**src/rtl/lbq_pkg.sv**
```systemverilog
// Shared types for the line backup queue.
// Assumes: nothing beyond a SystemVerilog-2017 compiler.
package lbq_pkg;

    // Command selected in one cycle after arbitration and the stall
    typedef enum logic [1:0] {
        CMD_IDLE    = 2'd0,
        CMD_DISCARD = 2'd1,
        CMD_INVAL   = 2'd2,
        CMD_PUSH    = 2'd3
    } lbq_cmd_e;

endpackage

```
**src/rtl/lbq_store.sv**
```systemverilog
// Ordered record storage. Slot 0 is the oldest record and slot count-1
// the youngest. Append writes slot count. Remove at index k shifts every
// younger slot down by one, so arrival order survives.
// Assumes: at most one of clear/rm_en/app_en per cycle; app_en never when
// full; rm_en only with rm_idx < count.
module lbq_store #(
    parameter int DEPTH = 4,
    parameter int AW    = 32,
    parameter int DW    = 32,
    localparam int IW   = (DEPTH > 1) ? $clog2(DEPTH) : 1,
    localparam int CW   = $clog2(DEPTH + 1)
) (
    input  logic                       clk,
    input  logic                       rst_n,
    input  logic                       clear,
    input  logic                       app_en,
    input  logic [AW-1:0]              app_addr,
    input  logic [DW-1:0]              app_data,
    input  logic                       rm_en,
    input  logic [IW-1:0]              rm_idx,
    output logic [DEPTH-1:0][AW-1:0]   ent_addr,
    output logic [DEPTH-1:0][DW-1:0]   ent_data,
    output logic [CW-1:0]              count,
    output logic                       full
);

    logic [DEPTH-1:0][AW-1:0] addr_q;
    logic [DEPTH-1:0][DW-1:0] data_q;
    logic [CW-1:0]            count_q;

    // Occupancy counter: clear, shrink on remove, grow on append
    always_ff @(posedge clk) begin
        if (!rst_n || clear) begin
            count_q <= '0;
        end else if (rm_en) begin
            count_q <= count_q - CW'(1);
        end else if (app_en) begin
            count_q <= count_q + CW'(1);
        end
    end

    // Slot contents: compact on remove, write the tail slot on append
    always_ff @(posedge clk) begin
        if (!rst_n) begin
            addr_q <= '0;
            data_q <= '0;
        end else if (rm_en) begin
            for (int i = 0; i < DEPTH - 1; i++) begin
                if (IW'(i) >= rm_idx) begin
                    addr_q[i] <= addr_q[i+1];
                    data_q[i] <= data_q[i+1];
                end
            end
        end else if (app_en) begin
            for (int i = 0; i < DEPTH; i++) begin
                if (CW'(i) == count_q) begin
                    addr_q[i] <= app_addr;
                    data_q[i] <= app_data;
                end
            end
        end
    end

    assign ent_addr = addr_q;
    assign ent_data = data_q;
    assign count    = count_q;
    assign full     = (count_q == CW'(DEPTH));


    no_overflow_chk: assert property (@(posedge clk) disable iff (!rst_n)
        app_en |-> (count_q < CW'(DEPTH)));


    grow_chk: assert property (@(posedge clk) disable iff (!rst_n)
        (app_en && !clear && !rm_en) |=> (count_q == $past(count_q) + CW'(1)));


    shrink_chk: assert property (@(posedge clk) disable iff (!rst_n)
        (rm_en && !clear) |=> (count_q == $past(count_q) - CW'(1)));


    clear_chk: assert property (@(posedge clk) disable iff (!rst_n)
        clear |=> (count_q == '0));

endmodule

```
**src/rtl/lbq_match.sv**
```systemverilog
// Oldest-first line matcher. Compares the line part of the request with
// the line part of every occupied slot. Reports the lowest index that
// matches, which is the oldest matching record.
// Assumes: slot index order equals arrival order.
module lbq_match #(
    parameter int DEPTH = 4,
    parameter int LW    = 27,
    localparam int IW   = (DEPTH > 1) ? $clog2(DEPTH) : 1,
    localparam int CW   = $clog2(DEPTH + 1)
) (
    input  logic [DEPTH-1:0][LW-1:0] ent_line,
    input  logic [CW-1:0]            count,
    input  logic [LW-1:0]            req_line,
    output logic                     hit,
    output logic [IW-1:0]            idx
);

    // Priority search, youngest to oldest, so the oldest hit is the one kept
    always_comb begin
        hit = 1'b0;
        idx = '0;
        for (int i = DEPTH - 1; i >= 0; i--) begin
            if ((CW'(i) < count) && (ent_line[i] == req_line)) begin
                hit = 1'b1;
                idx = IW'(i);
            end
        end
    end

endmodule

```
**src/rtl/lbq_wport.sv**
```systemverilog
// Replay write port. Holds one address/data pair with a valid flag until
// the memory takes it with ready.
// Assumes: load is raised only while no write is pending.
module lbq_wport #(
    parameter int AW = 32,
    parameter int DW = 32
) (
    input  logic          clk,
    input  logic          rst_n,
    input  logic          load,
    input  logic [AW-1:0] load_addr,
    input  logic [DW-1:0] load_data,
    output logic          wvalid,
    input  logic          wready,
    output logic [AW-1:0] waddr,
    output logic [DW-1:0] wdata
);

    logic          vld_q;
    logic [AW-1:0] addr_q;
    logic [DW-1:0] data_q;

    // Valid flag: set on load, cleared when the handshake completes
    always_ff @(posedge clk) begin
        if (!rst_n) begin
            vld_q <= 1'b0;
        end else if (load) begin
            vld_q <= 1'b1;
        end else if (vld_q && wready) begin
            vld_q <= 1'b0;
        end
    end

    // Payload register: captured on load only
    always_ff @(posedge clk) begin
        if (!rst_n) begin
            addr_q <= '0;
            data_q <= '0;
        end else if (load) begin
            addr_q <= load_addr;
            data_q <= load_data;
        end
    end

    assign wvalid = vld_q;
    assign waddr  = addr_q;
    assign wdata  = data_q;


    hold_chk: assert property (@(posedge clk) disable iff (!rst_n)
        (vld_q && !wready) |=> (vld_q && $stable(addr_q) && $stable(data_q)));


    single_load_chk: assert property (@(posedge clk) disable iff (!rst_n)
        load |-> !vld_q);

endmodule

```
**src/rtl/line_backup_queue.sv**
```systemverilog
// Line backup queue top. Arbitrates the three commands (discard, then
// invalidate, then cacheable push), stalls them all while a replay write
// is pending, and steers the matched record into the write port.
// Assumes: the memory eventually raises mem_wready; a caller that needs a
// command to land keeps it off while busy is high.
module line_backup_queue
    import lbq_pkg::*;
#(
    parameter int DEPTH     = 4,
    parameter int AW        = 32,
    parameter int DW        = 32,
    parameter int LINE_BITS = 5
) (
    input  logic          clk,
    input  logic          rst_n,
    input  logic          push_vld,
    input  logic          push_cacheable,
    input  logic [AW-1:0] push_addr,
    input  logic [DW-1:0] push_data,
    input  logic          inv_vld,
    input  logic [AW-1:0] inv_addr,
    input  logic          discard,
    output logic          busy,
    output logic          overflow,
    output logic          mem_wvalid,
    input  logic          mem_wready,
    output logic [AW-1:0] mem_waddr,
    output logic [DW-1:0] mem_wdata
);

    localparam int IW = (DEPTH > 1) ? $clog2(DEPTH) : 1;
    localparam int CW = $clog2(DEPTH + 1);
    localparam int LW = AW - LINE_BITS;

    lbq_cmd_e                 cmd;
    logic [DEPTH-1:0][AW-1:0] ent_addr;
    logic [DEPTH-1:0][DW-1:0] ent_data;
    logic [DEPTH-1:0][LW-1:0] ent_line;
    logic [CW-1:0]            count;
    logic                     full;
    logic                     hit;
    logic [IW-1:0]            hit_idx;
    logic                     rm_en;
    logic                     app_en;
    logic                     wvalid;
    logic                     ovf_q;

    // Command arbitration: stall while busy, discard > invalidate > push
    always_comb begin
        if (wvalid)                             cmd = CMD_IDLE;
        else if (discard)                       cmd = CMD_DISCARD;
        else if (inv_vld)                       cmd = CMD_INVAL;
        else if (push_vld && push_cacheable)    cmd = CMD_PUSH;
        else                                    cmd = CMD_IDLE;
    end

    assign rm_en  = (cmd == CMD_INVAL) && hit;
    assign app_en = (cmd == CMD_PUSH) && !full;

    // Line part of each stored address, fed to the matcher
    for (genvar g = 0; g < DEPTH; g++) begin : g_line
        assign ent_line[g] = ent_addr[g][AW-1:LINE_BITS];
    end

    lbq_store #(.DEPTH(DEPTH), .AW(AW), .DW(DW)) u_store (
        .clk      (clk),
        .rst_n    (rst_n),
        .clear    (cmd == CMD_DISCARD),
        .app_en   (app_en),
        .app_addr (push_addr),
        .app_data (push_data),
        .rm_en    (rm_en),
        .rm_idx   (hit_idx),
        .ent_addr (ent_addr),
        .ent_data (ent_data),
        .count    (count),
        .full     (full)
    );

    lbq_match #(.DEPTH(DEPTH), .LW(LW)) u_match (
        .ent_line (ent_line),
        .count    (count),
        .req_line (inv_addr[AW-1:LINE_BITS]),
        .hit      (hit),
        .idx      (hit_idx)
    );

    lbq_wport #(.AW(AW), .DW(DW)) u_wport (
        .clk       (clk),
        .rst_n     (rst_n),
        .load      (rm_en),
        .load_addr (ent_addr[hit_idx]),
        .load_data (ent_data[hit_idx]),
        .wvalid    (wvalid),
        .wready    (mem_wready),
        .waddr     (mem_waddr),
        .wdata     (mem_wdata)
    );

    // Overflow flag: one cycle after a cacheable push meets a full queue
    always_ff @(posedge clk) begin
        if (!rst_n) begin
            ovf_q <= 1'b0;
        end else begin
            ovf_q <= (cmd == CMD_PUSH) && full;
        end
    end

    assign busy       = wvalid;
    assign mem_wvalid = wvalid;
    assign overflow   = ovf_q;


    discard_wins_chk: assert property (@(posedge clk) disable iff (!rst_n)
        (!busy && discard) |=> (!mem_wvalid && !overflow));


    miss_quiet_chk: assert property (@(posedge clk) disable iff (!rst_n)
        (!busy && !discard && inv_vld && !hit) |=> !mem_wvalid);


    match_range_chk: assert property (@(posedge clk) disable iff (!rst_n)
        hit |-> (CW'(hit_idx) < count));


    stall_chk: assert property (@(posedge clk) disable iff (!rst_n)
        busy |=> !overflow);


    replay_rise_chk: assert property (@(posedge clk) disable iff (!rst_n)
        (!busy && !discard && inv_vld && hit) |=> mem_wvalid);

endmodule

```
**config.mk**
```make
export PLATFORM = sky130hd
export DESIGN_NAME = line_backup_queue
export DESIGN_NICKNAME = d
export VERILOG_FILES = /design/src/rtl/lbq_pkg.sv /design/src/rtl/lbq_store.sv /design/src/rtl/lbq_match.sv /design/src/rtl/lbq_wport.sv /design/src/rtl/line_backup_queue.sv
export SDC_FILE = /design/constraint.sdc
export NUM_CORES = 1
export LEC_CHECK = 0
export BUFFER_PORTS_ARGS = -buffer_cell sky130_fd_sc_hd__buf_2
export CAP_MARGIN = 30
export CORE_MARGIN = 3
export CORE_UTILIZATION = 55
export DETAILED_ROUTE_END_ITERATION = 10
export PLACE_DENSITY = 0.78
export SLEW_MARGIN = 20
export SYNTH_ARGS = -nofsm -noshare
export SYNTH_HDL_FRONTEND = slang
export SYNTH_HIERARCHICAL = 1
export SYNTH_SLANG_ARGS = --single-unit
export TNS_END_PERCENT = 100
```
**constraint.sdc**
```tcl
create_clock -name clk -period 4.1 [get_ports clk]
set_input_delay 0.82 -clock clk [delete_from_list [all_inputs] [get_ports clk]]
set_output_delay 0.82 -clock clk [all_outputs]
set_load 0.02 [all_outputs]
```
# [Word level (Yosys, flattened, before mapping)]
# Cells that the tools add are included.
[classes] n_mux=36 magnitude_cmp=8 div_mod_pow=0 n_reduce_logical=22 shifts=0 n_addsub=2 bitwise=1 n_eq_ne=14 multipliers=0
[op_table] cell="32-bit 2-to-1 mux" count=14
[op_table] cell="96-bit 2-to-1 mux" count=4
[op_table] cell="32-bit binary-select mux with 2-bit select" count=2
[op_table] cell="27-bit == test" count=4
[op_table] cell="2-bit 2-to-1 mux" count=8
[op_table] cell="3-bit AND reduction" count=4
[op_table] cell="2-bit nonzero test" count=5
[op_table] cell="1-bit logical AND" count=9
[op_table] cell="2-bit by 3-bit == test with 1-bit output (first input constant)" count=2
[op_table] cell="1-bit by 3-bit less-than comparator with 1-bit output (first input constant)" count=2
[op_table] cell="2-bit by 3-bit less-than comparator with 1-bit output (first input constant)" count=2
[op_table] cell="1-bit 2-to-1 mux" count=6
[op_table] cell="3-bit 2-to-1 mux" count=2
[op_table] cell="2-bit by 1-bit inequality test with 1-bit output (second input constant)" count=3
[op_table] cell="2-bit == test (second input constant)" count=2
[op_table] cell="1-bit by 2-bit >= comparator with 1-bit output (first input constant)" count=2
[op_table] cell="3-bit by 1-bit adder with 3-bit output (second input constant)" count=1
[op_table] cell="1-bit by 3-bit == test with 1-bit output (first input constant)" count=1
[op_table] cell="3-bit == test (second input constant)" count=1
[op_table] cell="3-bit logical NOT" count=1
[op_table] cell="2-bit by 3-bit less-than comparator with 1-bit output (second input constant)" count=1
[op_table] cell="3-bit by 1-bit subtractor with 3-bit output (second input constant)" count=1
[op_table] cell="2-bit by 1-bit == test with 1-bit output (second input constant)" count=1
[op_table] cell="2-bit >= comparator (first input constant)" count=1
[op_table] cell="3 further kinds" count=4
[totals] elab_cells=96 mem_bits_rw=0 reg_bits=325 output_inout_bits=67 n_memories=0 in_bits=103 latchBits=0 romBits=0

# [Longest topological paths before layout]
[logic_depth] depth_word=9 depth_mapped=14

# [Modules after synthesis]
# The synthesis kept the hierarchy.
[modules_own_cells] module="lbq_store" cells_per_inst=1189 area_per_inst_um2=11937.7 seq_area_each_um2=5185.0 n_inst=1
[modules_own_cells] module="lbq_wport" cells_per_inst=209 area_per_inst_um2=2497.4 seq_area_each_um2=1301.2 n_inst=1
[modules_own_cells] module="line_backup_queue" cells_per_inst=87 area_per_inst_um2=1690.4 seq_area_each_um2=20.0 n_inst=1
[modules_own_cells] module="lbq_match" cells_per_inst=153 area_per_inst_um2=1249.9 seq_area_each_um2=0.0 n_inst=1

# [Worst setup path after synthesis]
# Ideal clock, no wire load.
[synth_timing] path_type="input to register" startpoint="input port inv_addr[9]" endpoint="register u_store.addr_q (netlist bit u_store/ent_addr[71])" path_slack_ns=0.578 path_stages=14 setup_ns=0.116 arrival_ns=3.405 required_ns=3.984 path_buffers=4 cell_sequence="xnor2_1 -> nand4_1 -> or4_1 -> or2_1 -> nand4bb_1 -> nand2_1 -> nor3_1 -> buf_2 -> buf_2 -> buf_4 -> buf_2 -> mux2i_1 -> o21ai_0 -> o211a_1"
[synth_between] elab_chain_len=9
[synth_rtl] element="start: declaration" line="line_backup_queue.sv:21" rtl="input logic [AW-1:0] inv_addr,"
[synth_rtl] element="27-bit == test" line="lbq_match.sv:23" rtl="if ((CW'(i) < count) && (ent_line[i] == req_line)) begin"
[synth_rtl] element="1-bit logical AND" line="lbq_match.sv:23"
[synth_rtl] element="1-bit 2-to-1 mux (3 in series)" line="lbq_match.sv:23"
[synth_rtl] element="1-bit 2-to-1 mux (*)" line="lbq_match.sv:23"
[synth_rtl] element="named net hit" line="line_backup_queue.sv:41" rtl="logic hit;"
[synth_rtl] element="1-bit logical AND (*)" line="line_backup_queue.sv:57" rtl="assign rm_en = (cmd == CMD_INVAL) && hit;"
[synth_rtl] element="named net rm_en" line="line_backup_queue.sv:43" rtl="logic rm_en;"
[synth_rtl] element="2-bit by 1-bit inequality test with 1-bit output (no source line) / 2-bit nonzero test (equally long branches)"
[synth_rtl] element="3-bit AND reduction (no source line)"
[synth_rtl] element="end signal: indexed assignment" line="lbq_store.sv:50" rtl="addr_q[i] <= addr_q[i+1];"
[synth_rtl] element="end signal: indexed assignment" line="lbq_store.sv:57" rtl="addr_q[i] <= app_addr;"
[synth_rtl] element="end: declaration" line="lbq_store.sv:27" rtl="logic [DEPTH-1:0][AW-1:0] addr_q;"
# The timed path passes the listed nets; every way through them passes the cells marked *.
# A chain may end at the register's enable or synchronous reset.

# [Worst setup path in the final report]
[layout_timing] startpoint="input port inv_addr[16]" endpoint="register u_store.data_q (netlist bit u_store/ent_data[127])"
[layout_between] elab_chain_len=9
[layout_rtl] element="27-bit == test" line="lbq_match.sv:23"
[layout_rtl] element="1-bit logical AND" line="lbq_match.sv:23"
[layout_rtl] element="1-bit 2-to-1 mux (3 in series)" line="lbq_match.sv:23"
[layout_rtl] element="1-bit 2-to-1 mux (*)" line="lbq_match.sv:23"
[layout_rtl] element="named net hit" line="line_backup_queue.sv:41"
[layout_rtl] element="1-bit logical AND (*)" line="line_backup_queue.sv:57"
[layout_rtl] element="named net rm_en" line="line_backup_queue.sv:43"
[layout_rtl] element="1-bit NOT (no source line) (*)"
[layout_rtl] element="3-bit AND reduction (no source line) (*)"
[layout_rtl] element="end signal: indexed assignment" line="lbq_store.sv:51" rtl="data_q[i] <= data_q[i+1];"
[layout_rtl] element="end signal: indexed assignment" line="lbq_store.sv:58" rtl="data_q[i] <= app_data;"
[layout_rtl] element="end: declaration" line="lbq_store.sv:28" rtl="logic [DEPTH-1:0][DW-1:0] data_q;"
# Marked as above.

==> results by group <==
Status
  • Outcome: complete, no violations

Synth
  • Syn Inst Count: 1,638
  • Synth Cell Area: 17,400 µm²
  • Ys flop type: dfxtp_1
  • Seq/Total Area, Yosys: 37.4%
  • Post-synth ARST share: 0%
  • Post-synth EDFFs: 0
  • Synth Warn #: 6
  • Avg Inst Size Synth: 10.6 µm²
  • Syn_nets: 1,747
  • Yosys cell types: 42
  • Yosys reg bits: 325

Drt
  • First drt pass iteration count: 5
  • DRT Wirelength: 49,400 µm
  • First DRT Iteration DRCs: 1,181
  • Vias per cell: 6.40
  • WL per Instance: 22.8 µm
  • Post-route DRC: 0
  • Post-route ant nets: 0
  • Routed via count: 13,900

STA
  • Final min period: 3.60 ns
  • Worst Tran Pin Value: 0.875 ns
  • Final hold vios: 0
  • Final period util: 87.8%
  • F_max: 278 MHz
  • Max Slew Vio Count: 0
  • # setup viols final: 0
  • Layout Skew: 0.0125 ns
  • RSZ-0062 raised after global routing: false
  • Min Hold Slack: 0.479 ns
  • Relative slew slack: 41.7%
  • TNS Setup: 0 ns

Critical path
  • Worst endpoint required time: 4.53 ns
  • Startpoint Class: input port
  • CP Class: in2reg
  • Critical path arrival: 4.03 ns
  • Critical Path End Type: flip-flop
  • CP Max Fanout: 35

Global routing
  • Largest net degree at the start of global routing: 135
  • Vias in the first global route: 14,000
  • Global route total overflow: 0
  • Initial antenna violation count: 8
  • Overall routing resource usage: 28.4%
  • First-pass GRT wire length: 76,300 µm

CTS
  • CTS clk-pin slew, worst paths: 0.06 ns
  • TritonCTS Buffers: 36
  • CTS resizes: 0
  • Clk buf depth: 3
  • CTS Hold Bufs: 0
  • CTS tree: done
  • Max H-tree Level: 2
  • CTS sink cnt: 325
  • Setup bufs post-CTS: 0
  • Worst-Skew Late Latency: 0.51 ns
  • CTS Root Cell: clkbuf_16

Layout
  • Fillers: 2,511
  • Area Growth Syn to Fin: 12.7%
  • Layout cells sized above 1: 19.8%
  • Reg area: 6510 µm²
  • Area of the multi-input gates: 9900 µm²
  • Layout Nets: 1,845
  • Most frequent cells in the layout: dfxtp_1 (325), mux2i_1 (256), o21ai_0 (193)
  • Commonest non-fill, non-tap cell in the layout: dfxtp_1

Die
  • DIE HEIGHT: 184 µm
  • Die W: 184 µm
  • Initial Utilization: 56.4%
  • Die area: 33,800 µm²
  • Top Ports: 170
  • Row Count: 64
  • Core region area: 30,800 µm²

Pwr
  • PwrDens: 347 nW/µm²
  • Maximum VDD drop: 0.000313 V
  • Leakage: 0.00887 µW

Place
  • GP Congestion: 0.903
  • PortBufs: 164
  • Post-DP HPWL: 29,800 µm

Min path
  • Min-Delay Path Class: reg2reg

Flow run
  • Max cap viols: 0
## final cells by class
| class | count | area share (%) |
|---|---|---|
| antenna | 7 | 0.0894 |
| clock buffer | 53 | 5.60 |
| clock inverter | 10 | 0.409 |
| inverter | 3 | 0.0575 |
| multi-input combinational | 1153 | 50.5 |
| sequential | 325 | 33.2 |
| tap | 396 | 2.53 |
| timing repair buffer | 217 | 7.55 |
## cell usage after synthesis, drive strengths merged (3+ instances only)
library cell,number,area (µm²)
or2,4,25.0
o21ai,193,966
nand4,15,93.8
buf,78,731
dfxtp,325,6510
nor2b,68,425
nor2,4,15.0
o211a,192,1920
mux4,64,1460
inv,3,11.3
nand2,132,495
a21boi,65,488
nor3,3,15.0
nor4,17,106
xnor2,54,473
xor2,55,482
ha,6,75.1
clkbuf,79,298
mux2i,256,2560
nor4bb,3,48.8
## layer usage
metal	vias up	routed length [µm]	part of all wire (%)	global-route usage [%]
li1	6247	-	-	-
met5	-	27	0.055	0
met1	6846	19500	40	36.2
met4	4	1820	3.7	11.6
met2	627	24200	49	48.6
met3	127	3790	7.7	4.27
## state kept, by name, indices dropped and copies added, names as in the netlist
signal and count:
overflow 1, u_store/ent_data 128, u_wport/waddr 32, u_store/count 3, u_store/ent_addr 128, u_wport/wdata 32
u_wport/wvalid 1
## stage by stage
stage,power (µW),worst slack (ns),cell area (µm²),util [%],std cells
2_1_floorplan,3480,0.578,17400,-,1638
3_3_place_gp,3630,0.146,18400,59.7,2094
3_5_place_dp,3640,0.0571,18400,59.7,2094
4_1_cts,6840,0.596,19600,63.5,2157
5_1_grt,6990,0.403,19600,63.5,2161
6_report,6790,0.498,19600,63.5,2164
## worst max-delay path, cell delays in order
cell       delay, ns
buf_2           0.15
xnor2_1         0.38
nand4_1         0.18
or4_1           0.46
or2_1           0.28
nand4bb_1       0.21
nand2_1         0.09
nor3_2          0.14
buf_4           0.24
buf_4           0.24
nand3b_1        0.24
buf_12          0.28
nand2_1         0.10
a21boi_0        0.19
## worst paths after layout
path | startpoint | endpoint | slack, ns | cells past startpoint
max | inv_addr[16] | u_store/ent_data[127] | 0.50 | 14
min | u_store/ent_data[119] | u_store/ent_data[119] | 0.48 | 2
max reg2reg | u_store/ent_addr[105] | u_store/ent_data[127] | 0.63 | 13
min reg2reg | u_store/ent_data[119] | u_store/ent_data[119] | 0.48 | 2
## power breakdown
group	switching [µW]	internal, µW	total (µW)
Sequential	16.6	3180	3200
Clock	1300	1910	3210
Combinational	215	171	385
## kinds of logic after synthesis
family | count (synthesis) | synth area share [%]
AOI/OAI and AO/OA | 459 | 19.8
xor gates and xnor gates | 109 | 5.49
adders and majority gates | 6 | 0.432
buffers and inverters | 160 | 5.98
DFF | 325 | 37.4
muxes | 320 | 23.1
and+or+nand+nor | 259 | 7.68
Note: power is estimated with default switching activity, not from simulation.
